[src/rtl/sct_pkg.sv]
package sct_pkg;
  typedef struct packed {
    logic       clr;
    logic [2:0] src;
  } slice_cfg_t;

  localparam int A_CFG_LO = 0;
  localparam int A_CFG_HI = 1;
  localparam int A_MODE   = 2;
  localparam int A_IEN    = 3;
  localparam int A_FLAGS  = 4;
  localparam int A_PIN    = 5;
  localparam int A_CNT_LO = 6;
  localparam int A_CNT_HI = 7;
  localparam int A_CMP_LO = 8;
  localparam int A_CMP_HI = 9;

  localparam int NTAPS    = 4;
  localparam int SRC_EXT  = 4;
  localparam logic [2:0] SRC_OFF = 3'd7;
endpackage

[src/rtl/sct_tick_gen.sv]
module sct_tick_gen #(
  parameter int PW = 5
) (
  input  logic                    clk,
  input  logic                    rst_n,
  input  logic                    evt_in,
  output logic [sct_pkg::NTAPS:0] tick_vec
);
  localparam int TAPW [sct_pkg::NTAPS] = '{1, 2, 4, 5};

  logic [PW-1:0] presc_q;
  logic [2:0]    sync_q;

  always_ff @(posedge clk or negedge rst_n) begin
    if (!rst_n) begin
      presc_q <= '0;
      sync_q  <= '0;
    end else begin
      presc_q <= presc_q + PW'(1);
      sync_q  <= {sync_q[1:0], evt_in};
    end
  end

  for (genvar g = 0; g < sct_pkg::NTAPS; g++) begin : g_tap
    assign tick_vec[g] = &presc_q[TAPW[g]-1:0];
  end

  assign tick_vec[sct_pkg::NTAPS] = sync_q[1] & ~sync_q[2];

  // one count per rising edge, never two clocks in a row
  a_r2_single_edge: assert property (@(posedge clk) disable iff (!rst_n)
    tick_vec[sct_pkg::NTAPS] |=> !tick_vec[sct_pkg::NTAPS]);
endmodule

[src/rtl/sct_slice.sv]
module sct_slice #(
  parameter int W = 8
) (
  input  logic         clk,
  input  logic         rst_n,
  input  logic         tick,
  input  logic         clr,
  input  logic         wr,
  input  logic [W-1:0] wr_val,
  output logic [W-1:0] cnt_q,
  output logic         at_max
);
  always_ff @(posedge clk or negedge rst_n) begin
    if (!rst_n)    cnt_q <= '0;
    else if (wr)   cnt_q <= wr_val;
    else if (clr)  cnt_q <= '0;
    else if (tick) cnt_q <= cnt_q + W'(1);
  end

  assign at_max = &cnt_q;

  a_r12_load: assert property (@(posedge clk) disable iff (!rst_n)
    wr |=> (cnt_q == $past(wr_val)));
endmodule

[src/rtl/split_cmp_timer.sv]
module split_cmp_timer #(
  parameter int HW = 8,
  parameter int AW = 4
) (
  input  logic          clk,
  input  logic          rst_n,
  input  logic          bus_we,
  input  logic [AW-1:0] bus_addr,
  input  logic [HW-1:0] bus_wdata,
  output logic [HW-1:0] bus_rdata,
  input  logic          evt_in,
  output logic          cmp_pin,
  output logic          irq
);
  import sct_pkg::*;

  localparam int FW = 2 * HW;

  slice_cfg_t    cfg_lo_q, cfg_hi_q;
  logic          split_q;
  logic [3:0]    ien_q, flags_q;
  logic          pin_q;
  logic [HW-1:0] cmp_lo_q, cmp_hi_q;
  logic          hit_lo_q, hit_hi_q;

  logic [NTAPS:0] tick_vec;
  logic [HW-1:0]  cnt_lo, cnt_hi;
  logic           lo_max, hi_max;

  function automatic logic pick(input logic [2:0] s, input logic [NTAPS:0] v);
    if (int'(s) <= NTAPS) return v[s];
    return 1'b0;
  endfunction

  logic wr_cfg_lo, wr_cfg_hi, wr_mode, wr_ien, wr_flags, wr_pin;
  logic wr_cnt_lo, wr_cnt_hi, wr_cmp_lo, wr_cmp_hi;
  assign wr_cfg_lo = bus_we && bus_addr == AW'(A_CFG_LO);
  assign wr_cfg_hi = bus_we && bus_addr == AW'(A_CFG_HI);
  assign wr_mode   = bus_we && bus_addr == AW'(A_MODE);
  assign wr_ien    = bus_we && bus_addr == AW'(A_IEN);
  assign wr_flags  = bus_we && bus_addr == AW'(A_FLAGS);
  assign wr_pin    = bus_we && bus_addr == AW'(A_PIN);
  assign wr_cnt_lo = bus_we && bus_addr == AW'(A_CNT_LO);
  assign wr_cnt_hi = bus_we && bus_addr == AW'(A_CNT_HI);
  assign wr_cmp_lo = bus_we && bus_addr == AW'(A_CMP_LO);
  assign wr_cmp_hi = bus_we && bus_addr == AW'(A_CMP_HI);

  sct_tick_gen #(.PW(5)) u_ticks (
    .clk(clk), .rst_n(rst_n), .evt_in(evt_in), .tick_vec(tick_vec)
  );

  // tick and clear routing depends on mode
  logic lo_tick, hi_tick, clr_lo_req, clr_hi_req;
  assign lo_tick    = pick(cfg_lo_q.src, tick_vec);
  assign hi_tick    = split_q ? pick(cfg_hi_q.src, tick_vec) : (lo_tick & lo_max);
  assign clr_lo_req = split_q ? (hit_lo_q & cfg_lo_q.clr) : (hit_hi_q & cfg_lo_q.clr);
  assign clr_hi_req = split_q ? (hit_hi_q & cfg_hi_q.clr) : (hit_hi_q & cfg_lo_q.clr);

  sct_slice #(.W(HW)) u_lo (
    .clk(clk), .rst_n(rst_n), .tick(lo_tick), .clr(clr_lo_req),
    .wr(wr_cnt_lo), .wr_val(bus_wdata), .cnt_q(cnt_lo), .at_max(lo_max)
  );

  sct_slice #(.W(HW)) u_hi (
    .clk(clk), .rst_n(rst_n), .tick(hi_tick), .clr(clr_hi_req),
    .wr(wr_cnt_hi), .wr_val(bus_wdata), .cnt_q(cnt_hi), .at_max(hi_max)
  );

  // compare and overflow events
  logic          lo_ok, hi_ok, full_ok;
  logic [HW-1:0] lo_next, hi_next;
  logic [FW-1:0] full_next;
  logic          m_lo, m_hi, m_16, o_lo, o_hi, o_16;
  logic [3:0]    set_vec;

  assign lo_ok     = lo_tick & ~wr_cnt_lo & ~clr_lo_req;
  assign hi_ok     = hi_tick & ~wr_cnt_hi & ~clr_hi_req;
  assign full_ok   = lo_tick & ~wr_cnt_lo & ~wr_cnt_hi & ~clr_lo_req;
  assign lo_next   = cnt_lo + HW'(1);
  assign hi_next   = cnt_hi + HW'(1);
  assign full_next = {cnt_hi, cnt_lo} + FW'(1);

  assign m_lo = split_q & lo_ok & (lo_next == cmp_lo_q);
  assign m_hi = split_q & hi_ok & (hi_next == cmp_hi_q);
  assign m_16 = ~split_q & full_ok & (full_next == {cmp_hi_q, cmp_lo_q});
  assign o_lo = split_q & lo_ok & lo_max;
  assign o_hi = split_q & hi_ok & hi_max;
  assign o_16 = ~split_q & full_ok & lo_max & hi_max;

  assign set_vec = {m_hi | m_16, o_hi | o_16, m_lo, o_lo};

  always_ff @(posedge clk or negedge rst_n) begin
    if (!rst_n) begin
      cfg_lo_q <= '{clr: 1'b0, src: SRC_OFF};
      cfg_hi_q <= '{clr: 1'b0, src: SRC_OFF};
      split_q  <= 1'b0;
      ien_q    <= '0;
      flags_q  <= '0;
      pin_q    <= 1'b0;
      cmp_lo_q <= '1;
      cmp_hi_q <= '1;
      hit_lo_q <= 1'b0;
      hit_hi_q <= 1'b0;
    end else begin
      if (wr_cfg_lo) cfg_lo_q <= slice_cfg_t'(bus_wdata[3:0]);
      if (wr_cfg_hi) cfg_hi_q <= slice_cfg_t'(bus_wdata[3:0]);
      if (wr_mode)   split_q  <= bus_wdata[0];
      if (wr_ien)    ien_q    <= bus_wdata[3:0];
      if (wr_cmp_lo) cmp_lo_q <= bus_wdata;
      if (wr_cmp_hi) cmp_hi_q <= bus_wdata;
      flags_q  <= (wr_flags ? (flags_q & bus_wdata[3:0]) : flags_q) | set_vec;
      if (wr_pin)                pin_q <= bus_wdata[0];
      else if (m_hi | m_16)      pin_q <= ~pin_q;
      hit_lo_q <= m_lo;
      hit_hi_q <= m_hi | m_16;
    end
  end

  always_comb begin
    bus_rdata = '0;
    case (bus_addr)
      AW'(A_CFG_LO): bus_rdata = HW'(cfg_lo_q);
      AW'(A_CFG_HI): bus_rdata = HW'(cfg_hi_q);
      AW'(A_MODE):   bus_rdata = HW'(split_q);
      AW'(A_IEN):    bus_rdata = HW'(ien_q);
      AW'(A_FLAGS):  bus_rdata = HW'(flags_q);
      AW'(A_PIN):    bus_rdata = HW'(pin_q);
      AW'(A_CNT_LO): bus_rdata = cnt_lo;
      AW'(A_CNT_HI): bus_rdata = cnt_hi;
      AW'(A_CMP_LO): bus_rdata = cmp_lo_q;
      AW'(A_CMP_HI): bus_rdata = cmp_hi_q;
      default:       bus_rdata = '0;
    endcase
  end

  assign cmp_pin = pin_q;
  assign irq     = |(flags_q & ien_q);

  // a clear on match zeroes the low half on the next edge
  a_r6_clear_zero: assert property (@(posedge clk) disable iff (!rst_n)
    (clr_lo_req && !wr_cnt_lo) |=> (cnt_lo == '0));

  // the clearing clock never raises the low overflow flag
  a_r6_no_overflow: assert property (@(posedge clk) disable iff (!rst_n)
    (split_q && clr_lo_req && !flags_q[0]) |=> !flags_q[0]);

  // a match inverts the pin unless a preset write wins
  a_r8_toggle: assert property (@(posedge clk) disable iff (!rst_n)
    ((m_hi || m_16) && !wr_pin) |=> (cmp_pin != $past(cmp_pin)));

  // flags hold without a clearing write
  a_r10_sticky: assert property (@(posedge clk) disable iff (!rst_n)
    (flags_q[2] && !wr_flags) |=> flags_q[2]);

  // in 16-bit mode the high half moves only on a low-half wrap
  a_r3_carry_only: assert property (@(posedge clk) disable iff (!rst_n)
    (!split_q && !wr_cnt_hi && !clr_hi_req && !lo_max) |=> $stable(cnt_hi));
endmodule

[config.mk]
export PLATFORM = sky130hd
export DESIGN_NAME = split_cmp_timer
export DESIGN_NICKNAME = d
export VERILOG_FILES = /design/src/rtl/sct_pkg.sv /design/src/rtl/sct_tick_gen.sv /design/src/rtl/sct_slice.sv /design/src/rtl/split_cmp_timer.sv
export SDC_FILE = /design/constraint.sdc
export NUM_CORES = 1
export LEC_CHECK = 0
export BUFFER_PORTS_ARGS = -buffer_cell sky130_fd_sc_hd__buf_2
export CORE_MARGIN = 2
export CORE_UTILIZATION = 61
export DETAILED_ROUTE_END_ITERATION = 12
export PLACE_DENSITY = 0.8
export SLEW_MARGIN = 10
export SYNTH_ARGS = -nofsm -noshare
export SYNTH_HDL_FRONTEND = slang
export SYNTH_SLANG_ARGS = --single-unit
[constraint.sdc]
create_clock -name clk -period 3.15 [get_ports clk]
set_input_delay 0.1575 -clock clk [delete_from_list [all_inputs] [get_ports clk]]
set_output_delay 0.1575 -clock clk [all_outputs]
set_load 0.01 [all_outputs]
==> results of run 1 <==
-- metrics by stage --
stage	std cells	setup slack [ps]	instance area, sq um
3_5_place_dp	482	263	3960
5_1_grt	500	34.1	4160
2_1_floorplan	394	503	3790
3_3_place_gp	482	380	3960
6_report	500	223	4160
4_1_cts	500	243	4160
-- what timing repair did --
item / in CTS / in global routing
resized for setup: 0 / 0
hold endpoints to repair: 17 / 0
hold buffers: 2 / 0
-- state kept, by name (all words and copies together) (netlist names), 3 cells and up --
| register | flops |
|---|---|
| cfg_hi_q | 4 |
| ien_q | 4 |
| flags_q | 4 |
| cfg_lo_q | 4 |
| u_ticks.presc_q | 5 |
| u_hi.cnt_q | 8 |
| cmp_hi_q | 8 |
| u_ticks.sync_q | 3 |
| u_lo.cnt_q | 8 |
| cmp_lo_q | 8 |
-- final timing paths --
kind                                                 to  slack (ps)  depth (start not counted)
setup / recovery                    cmp_pin$_DFFE_PN0P_         220                          8
hold / removal                u_lo.cnt_q[5]$_DFFE_PN0P_         100                          3
setup reg to reg                    cmp_pin$_DFFE_PN0P_         220                          8
hold reg to reg             u_ticks.sync_q[1]$_DFF_PN0_         370                          0
max in group asynchronous       cmp_hi_q[2]$_DFFE_PN1P_        1850                          3
min in group asynchronous  u_ticks.presc_q[2]$_DFF_PN0_         390                          2
-- layer usage --
layer  up-vias  part of all wire, %  track usage [%]
met5         -                    0                0
met4         0                  3.5             14.9
met3        32                  9.9             6.06
met2       194                   45             46.7
met1      1602                   42             44.1
li1       1497                    -                -
-- cell families (layout without fill, tap and decap cells) --
logic type	after synthesis	after routing
compound gates	98	98
xor+xnor	31	31
fa+ha+maj	4	4
buf+inv	31	62
flops	60	60
mux	46	46
simple gates	124	124
-- area by class of cell --
| cell class | count | area (sq um) | share of cell area [%] |
|---|---|---|---|
| clock inverters | 5 | 37.5 | 0.902 |
| well taps | 75 | 93.8 | 2.26 |
| clock buffers | 11 | 141 | 3.40 |
| repair buffers | 35 | 205 | 4.93 |
| multi-input cells | 303 | 2110 | 50.8 |
| flip-flops and latches | 60 | 1530 | 36.8 |
| inverters | 11 | 41.3 | 0.992 |
-- Yosys cell counts, types with 3 or more instances --
cell,instances,share of area [%]
nand3_1,18,2.4
or3_1,4,0.66
clkbuf_1,7,0.69
inv_1,11,1.1
nand2_1,43,4.3
o22ai_1,6,0.99
nor2_1,18,1.8
xnor2_1,14,3.2
nand2b_1,6,0.99
a22oi_1,7,1.4
or2_2,3,0.50
mux2_2,31,9.2
a2bb2oi_1,4,0.92
a31o_2,3,0.69
dfstp_2,22,15
dfrtp_1,38,25
nor2b_1,4,0.66
a211o_1,3,0.69
and2_1,4,0.66
ha_1,4,1.3
o221ai_1,3,0.69
and3_1,5,0.83
o21ai_0,33,4.4
o2111ai_1,4,0.92
nand4_1,5,0.83
xor2_1,17,3.9
nor3_1,5,0.66
o211ai_1,3,0.59
mux2i_1,13,3.4
buf_2,6,0.79
a21oi_1,15,2.0
-- critical path, stage by stage (launching register included) --
cell	delay, ps
dfrtp_1	470
ha_1	300
nand3_1	210
or3_1	440
o221ai_1	190
o211ai_1	120
or4_4	520
and3_1	180
or3_1	370
-- power breakdown --
part	switching, mW	leakage (nW)	internal [mW]
sequential	0.320	0.703	1.02
clock	0.332	0.0855	0.308
combinational	0.615	0.955	0.559
total	1.27	1.74	1.88
==> metrics, run 1 <==
main combinational cell family by area after synthesis compound AO/OA/AOI/OAI gates; worst-margin pin slew 823 ps; hold path startpoint bus_wdata[5]; CTS tree built; leakage power 1.74 nW; vias per cell 6.65; total grt overflow 0; Synth warnings 0; hold crit path type input pin to register; Post-synth EDFFs 0; nature of the critical path startpoint register; RSZ-0062 raised after global routing false; Mapped Cells 394; n_diodes 0; clock buffer depth 2; Fin. Hold Viols 0; Avg Cell Area, Syn 9.62 sq um; vias 3325; Final min period 2930 ps; Tcrit/Tclk final 92.9%; crit path launch u_lo.cnt_q[0]$_DFFE_PN0P_; Setup Crit Path Kind register to register; DP Wirelength 7550 um; Final Util 69.9%; fill cell count 502; Die Width 82.8 um; complex-gate fraction of the synthesized area 17.2%; Synth Area in Simple Gates 16.2%; synthesized flop and latch total 60; Worst R2R Start u_lo.cnt_q[0]$_DFFE_PN0P_; Final nets 440; CP Capture Type register; vias in the first global route 3220; root buffer cell clkbuf_8; DIE HEIGHT 82.8 um; Post-CTS Setup Repair Bufs 0; most common cell after layout, fill and taps aside nand2_1; Setup Viol. Count Final 0; Synth Net Count 414; DRC 0; DR WL/cell 20.6 um; Critical Path AT 3150 ps; 1st-pass router iterations 5; Starting Density 63.6%; sequential fraction of the synthesis area 40.4%; outcome completed; ys flop type dfrtp_1; row count 28; first-pass GRT wire length 16900 um; Synth Cell Area 3790 sq um; peak supply drop 0.500 mV; Tot Pwr 3.15 mW; synth unique cells 56; post-route ant nets 0; Slew Limit Fails 0; I/O pins 26; Clk Latency, worst-skew pair 350 ps; area growth from synthesis to layout 9.81%; Critical Path Fanout Max 6; largest net degree at the start of global routing 33; setup_tns 0 ps; Post-Route WL 10300 um; GPL Wtd Cong 0.979; hold slack 101 ps; clock slew at reported path FFs 70 ps; post-synthesis xor/xnor area fraction 7.17%; commonest non-fill, non-tap cells in the layout nand2_1 (43), dfrtp_1 (38), o21ai_0 (33); CTS Sinks 60; ratio of cells with drive above 1 in the final layout 26.6%; I/O Buffers 25; initial antenna violation count 0; Max Clock Freq 0.342 GHz; asr flop ratio synth 100%; Clock Skew 6.58 ps; GRT Total Usage 31.3%; DRT iter0 DRCs 303; Rel. slew slack 45.0%; mux cell area share after synthesis 13.8%; core area 5960 sq um; H-tree lvl count 3; WP data required 3370 ps; Die ar. 6860 sq um; synthesized-area fraction occupied by adder cells 1.32%; Max-cap violations 0; pwr dens 757 nW/um^2; CTS buffer count 9
No activity file was read; power rests on OpenSTA's default activity.
==> run 2: changes to the inputs <==
--- a/config.mk
+++ b/config.mk
@@ -9,6 +9,7 @@
 export CORE_MARGIN = 2
 export CORE_UTILIZATION = 61
 export DETAILED_ROUTE_END_ITERATION = 12
+export GPL_TIMING_DRIVEN = 0
 export PLACE_DENSITY = 0.8
 export SLEW_MARGIN = 10
 export SYNTH_ARGS = -nofsm -noshare
==> run 2 against run 1 <==
  * Wire length is 0.84% higher
  * Die area unchanged
  * First-iteration DRC count fell by 21%
==> metrics, run 2 (synthesis results as in run 1) <==
CP Capture Type register; I/O pins 26 (unchanged); Max-cap violations 0 (unchanged); worst reg2reg path depth 8 (unchanged); row count 28 (unchanged); commonest non-fill, non-tap cells in the layout nand2_1 (43), dfrtp_1 (38), o21ai_0 (33); outcome completed; Slew Limit Fails 0 (unchanged); pwr dens 777 nW/um^2 (+2.6%); fill cell count 465 (-7.4%); DIE HEIGHT 82.8 um (unchanged); most common cell after layout, fill and taps aside nand2_1; worst hold endpoint u_lo.cnt_q[5]$_DFFE_PN0P_; Setup Crit Path Kind register to register; DR WL/cell 20.5 um (-0.74%); Fin. Hold Viols 0 (unchanged); DP Wirelength 7430 um (-1.6%); register area 1530 sq um (unchanged); Cell Chain, Critical Path ha_2 > nand3_1 > or3_1 > o221ai_1 > o211ai_1 > or4_4 > and3_1 > or3_1; area of the multi-input gates 2120 sq um (+0.41%); RSZ-0062 raised after global routing false; Max Clock Freq 0.337 GHz (-1.4%); n_diodes 0 (unchanged); Die ar. 6860 sq um (unchanged); hold crit path type input pin to register; Clock Skew 5.59 ps (-0.998 ps); Critical Path AT 3200 ps (+50 ps); ratio of cells with drive above 1 in the final layout 26.6% (-0.029 points); Clk Latency, worst-skew pair 350 ps (about the same); GPL Wtd Cong 0.959 (-2.0%); first-pass GRT wire length 16700 um (-1.2%); initial antenna violation count 0 (unchanged); I/O Buffers 21 (-16%); GRT Total Usage 31.0% (-0.34 points); area growth from synthesis to layout 11.5%; hold slack 109 ps (+8.09 ps); leakage power 1.77 nW (+1.6%); WP data required 3380 ps (about the same); Tcrit/Tclk final 94.3% (+1.4 points); worst-margin pin slew 834 ps (+11.0 ps); Cell Count, Final, Fillers Out 508 (+1.6%); r2r endpoint cmp_pin$_DFFE_PN0P_; DRT iter0 DRCs 239 (-21%); Min-Delay Path Depth 3 (unchanged); vias 3316 (-0.27%); vias in the first global route 3235 (+0.47%); peak supply drop 0.533 mV (+6.6%); 1st-pass router iterations 5 (unchanged); CP max stage cell or4_4; CTS tree built; crit-path max cell delay 530 ps (about the same); setup_tns 0 ps (unchanged); post-route ant nets 0 (unchanged); Final nets 448 (+1.8%); largest net degree at the start of global routing 61 (+85%); Post-Route WL 10400 um (+0.84%); CTS buffer count 9 (unchanged); dpl ws 74.1 ps (-188 ps); nature of the critical path startpoint register; most frequent CP cell or3_1; Final min period 2970 ps (+43.1 ps); Critical Path Fanout Max 6 (unchanged); FF-to-FF setup slack 180 ps (-40 ps); Die Width 82.8 um (unchanged); H-tree lvl count 3 (unchanged); crit path launch u_lo.cnt_q[0]$_DFFE_PN0P_; Starting Density 63.6% (unchanged); core area 5960 sq um (unchanged); Post-CTS Setup Repair Bufs 0 (unchanged); root buffer cell clkbuf_8; DRC 0 (unchanged); vias per cell 6.53 (-1.8%); clock buffer depth 2 (unchanged); Worst R2R Start u_lo.cnt_q[0]$_DFFE_PN0P_; Rel. slew slack 44.4% (-0.53 points); clock slew at reported path FFs 70 ps (about the same); Cells after DPL 490 (+1.7%); final worst slack 180 ps (-43.1 ps); CTS Sinks 60 (unchanged); Setup Viol. Count Final 0 (unchanged); hold path startpoint bus_wdata[5]; total grt overflow 0 (unchanged)
-- run 2: worst max-delay path, delay by kind of cell (launching register included) --
family,cells,cell delay (ps)
AND/OR/NAND/NOR,5,1740
adder cells (fa/ha/maj),1,290
AO/OA/AOI/OAI,2,310
flip-flops,1,500
-- run 2: power by group --
part | internal, mW | switching, mW | leakage, nW
clock network | 0.406 | 0.318 | 0.102
logic | 0.588 | 0.719 | 0.965
registers | 1.02 | 0.234 | 0.703
total | 2.01 | 1.27 | 1.77
-- run 2: timing repair --
| action | in CTS | in global routing |
|---|---|---|
| resized for setup | 0 | 4 |
| setup endpoints to repair | 0 | 7 |
| endpoints found under the hold margin | 39 | 0 |
| hold buffers | 2 | 0 |
-- run 2: worst max-delay path by stage --
stage / end / cells past startpoint
3_3_place_gp: u_hi.cnt_q[2]$_DFFE_PN0P_ / 11
4_1_cts: u_hi.cnt_q[2]$_DFFE_PN0P_ / 11
3_5_place_dp: u_hi.cnt_q[2]$_DFFE_PN0P_ / 11
6_report: cmp_pin$_DFFE_PN0P_ / 8
5_1_grt: cmp_pin$_DFFE_PN0P_ / 8
2_1_floorplan: cmp_pin$_DFFE_PN0P_ / 8
-- run 2: final cells by class --
cell class	instances	area share [%]
sequential	60	36.2
timing repair buffer	23	3.02
multi-input combinational	303	50.2
tap	75	2.22
clock buffer	12	3.67
buffer	20	2.55
inverter	11	0.978
clock inverter	4	1.13
-- run 2: metal layers --
metal / global-route usage [%] / share of wire, %
met5: 0 / 0
met1: 43.2 / 44
met2: 48.4 / 47
met3: 6.96 / 6.9
met4: 9.69 / 2.3
-- run 2: stage by stage --
stage          instance area (sq um)  utilization [%]  power, mW
2_1_floorplan                   3790                -       2.16
3_3_place_gp                    3990             67.0       2.48
3_5_place_dp                    3990             67.0       2.52
4_1_cts                         4210             70.7       3.24
5_1_grt                         4220             70.9       3.47
6_report                        4220             70.9       3.28
==> run 3: changes to the inputs <==
--- a/config.mk
+++ b/config.mk
@@ -5,10 +5,11 @@
 export SDC_FILE = /design/constraint.sdc
 export NUM_CORES = 1
 export LEC_CHECK = 0
-export BUFFER_PORTS_ARGS = -buffer_cell sky130_fd_sc_hd__buf_2
 export CORE_MARGIN = 2
-export CORE_UTILIZATION = 61
+export CORE_UTILIZATION = 64
+export CTS_CLUSTER_DIAMETER = 100
 export DETAILED_ROUTE_END_ITERATION = 12
+export DONT_BUFFER_PORTS = 1
 export GPL_TIMING_DRIVEN = 0
 export PLACE_DENSITY = 0.8
 export SLEW_MARGIN = 10
==> run 3 against run 2 <==
  * Clock-buffer cell count is 1 higher
  * Largest cell class unchanged
  * Clock power increased by 28%
  * Sequential cell count did not move
  * Sequential share of layout area down 0.35 points
  * Via count about the same
  * Wire length rose by 0.65%
  * Die area decreased by 4.5%
  * Critical endpoint unchanged
  * Critical path type unchanged
==> metrics, run 3 (synthesis results as in run 1) <==
outcome completed; crit-path max cell delay 530 ps (about the same); r2r endpoint cmp_pin$_DFFE_PN0P_; Slew Limit Fails 0 (unchanged); Tcrit/Tclk final 94.3% (about the same); vias in the first global route 3201 (-1.1%); peak supply drop 0.553 mV (+3.9%); row count 28 (unchanged); area of the multi-input gates 2120 sq um (-0.12%); CP Capture Type register; area growth from synthesis to layout 12.6%; DP Wirelength 7130 um (-4.1%); DRT met1 WL 4360 um (-3.8%); Setup Viol. Count Final 0 (unchanged); initial antenna violation count 0 (unchanged); Cells after DPL 469 (-4.3%); fill cell count 460 (-1.1%); Final Util 73.4% (+2.5 points); Fin. Hold Viols 0 (unchanged); hold slack 84.9 ps (-24.5 ps); DRC 0 (unchanged); Worst R2R Start u_lo.cnt_q[0]$_DFFE_PN0P_; WP data required 3390 ps (about the same); most common cell after layout, fill and taps aside nand2_1; DIE HEIGHT 80.9 um (-2.3%); crit path launch u_lo.cnt_q[0]$_DFFE_PN0P_; Starting Density 65.1% (+1.5 points); GRT Total Usage 34.5% (+3.5 points); I/O Buffers 0 (-100%); Post-CTS Setup Repair Bufs 0 (unchanged); Setup Crit Path Kind register to register; leakage power 1.75 nW (-1.3%); vias 3314 (-0.060%); Final nets 434 (-3.1%); Final min period 2970 ps (-0.210 ps); first-pass GRT wire length 16500 um (-1.2%); ratio of cells with drive above 1 in the final layout 22.9% (-3.6 points); nature of the critical path startpoint register; Tot Pwr 3.46 mW (+5.6%); Die ar. 6550 sq um (-4.5%); Critical Path AT 3210 ps (about the same); Die Width 80.9 um (-2.3%); vias per cell 6.71 (+2.8%); post-route ant nets 0 (unchanged); CP max stage cell or4_4; Clock Skew 7.99 ps (+2.41 ps); I/O pins 26 (unchanged); most frequent CP cell or3_1; Critical Path Fanout Max 6 (unchanged); setup_tns 0 ps (unchanged); register area 1530 sq um (about the same); total grt overflow 0 (unchanged); 1st-pass router iterations 5 (unchanged); Cell Chain, Critical Path ha_1 > nand3_1 > or3_1 > o221ai_1 > o211ai_1 > or4_4 > and3_1 > or3_1; n_diodes 0 (unchanged); CTS Sinks 60 (unchanged); commonest non-fill, non-tap cells in the layout nand2_1 (43), dfrtp_1 (37), o21ai_0 (33); GPL Wtd Cong 0.980 (+2.2%); Clk Latency, worst-skew pair 360 ps (about the same); Max-cap violations 0 (unchanged); root buffer cell clkbuf_8; worst-margin pin slew 881 ps (+47.7 ps); hold crit path type input pin to register; Setup crit end cmp_pin$_DFFE_PN0P_; FF-to-FF setup slack 180 ps (about the same); DR WL/cell 21.2 um (+3.5%); clock buffer depth 2 (unchanged); Max Clock Freq 0.337 GHz (about the same); highest metal used met4; CTS tree built; clock slew at reported path FFs 70 ps (about the same); RSZ-0062 raised after global routing false; largest net degree at the start of global routing 61 (unchanged); DRT iter0 DRCs 270 (+13%); Rel. slew slack 41.2% (-3.2 points); CTS buffer count 9 (unchanged); pwr dens 812 nW/um^2 (+4.5%); core area 5820 sq um (-2.4%); Cell Count, Final, Fillers Out 494 (-2.8%); DR WL met2 4760 um (-3.0%); worst reg2reg path depth 8 (unchanged); Post-Route WL 10500 um (+0.65%); met3 wire len 906 um (+26%); H-tree lvl count 3 (unchanged)
[run 3: power breakdown]
| group | internal, mW | switching, mW |
|---|---|---|
| logic | 0.572 | 0.711 |
| clock network | 0.612 | 0.317 |
| registers | 1.02 | 0.233 |
[run 3: cell type report]
class	count	area share, %
tap	75	2.20
buffer	20	2.52
timing repair buffer	9	2.52
sequential	60	35.9
multi-input combinational	303	49.6
clock buffer	13	4.19
inverter	11	0.967
clock inverter	3	2.11
[run 3: what timing repair did]
item	CTS	global route
resized for setup	0	4
hold buffers	9	0
setup endpoints to repair	0	7
hold endpoints to repair	92	0
[run 3: through the flow]
step / area (sq um) / setup WS, ps
2_1_floorplan: 3790 / 503
3_3_place_gp: 3880 / 93.1
3_5_place_dp: 3880 / 65.7
4_1_cts: 4260 / 44.6
5_1_grt: 4270 / 64.1
6_report: 4270 / 181
[run 3: worst min path at each step]
stage | cells after the start | start | end
5_1_grt | 2 | bus_wdata[7] | u_lo.cnt_q[7]$_DFFE_PN0P_
4_1_cts | 2 | bus_wdata[7] | u_lo.cnt_q[7]$_DFFE_PN0P_
2_1_floorplan | 0 | rst_n | cfg_hi_q[3]$_DFFE_PN0P_
3_5_place_dp | 0 | rst_n | u_ticks.presc_q[3]$_DFF_PN0_
6_report | 2 | bus_wdata[7] | u_lo.cnt_q[7]$_DFFE_PN0P_
3_3_place_gp | 0 | rst_n | u_ticks.presc_q[3]$_DFF_PN0_
[run 3: metal layers]
| metal | up-vias | GRT usage, % |
|---|---|---|
| met5 | - | 0 |
| met3 | 39 | 7.78 |
| met4 | 0 | 17.6 |
| li1 | 1487 | - |
| met1 | 1604 | 45.0 |
| met2 | 184 | 53.8 |
[run 3: worst max-delay path, delay by kind of cell (launching register included)]
kind                     cells  cell delay, ps
AO/OA/AOI/OAI                2             350
flip-flops                   1             460
AND/OR/NAND/NOR              5            1770
adder cells (fa/ha/maj)      1             270
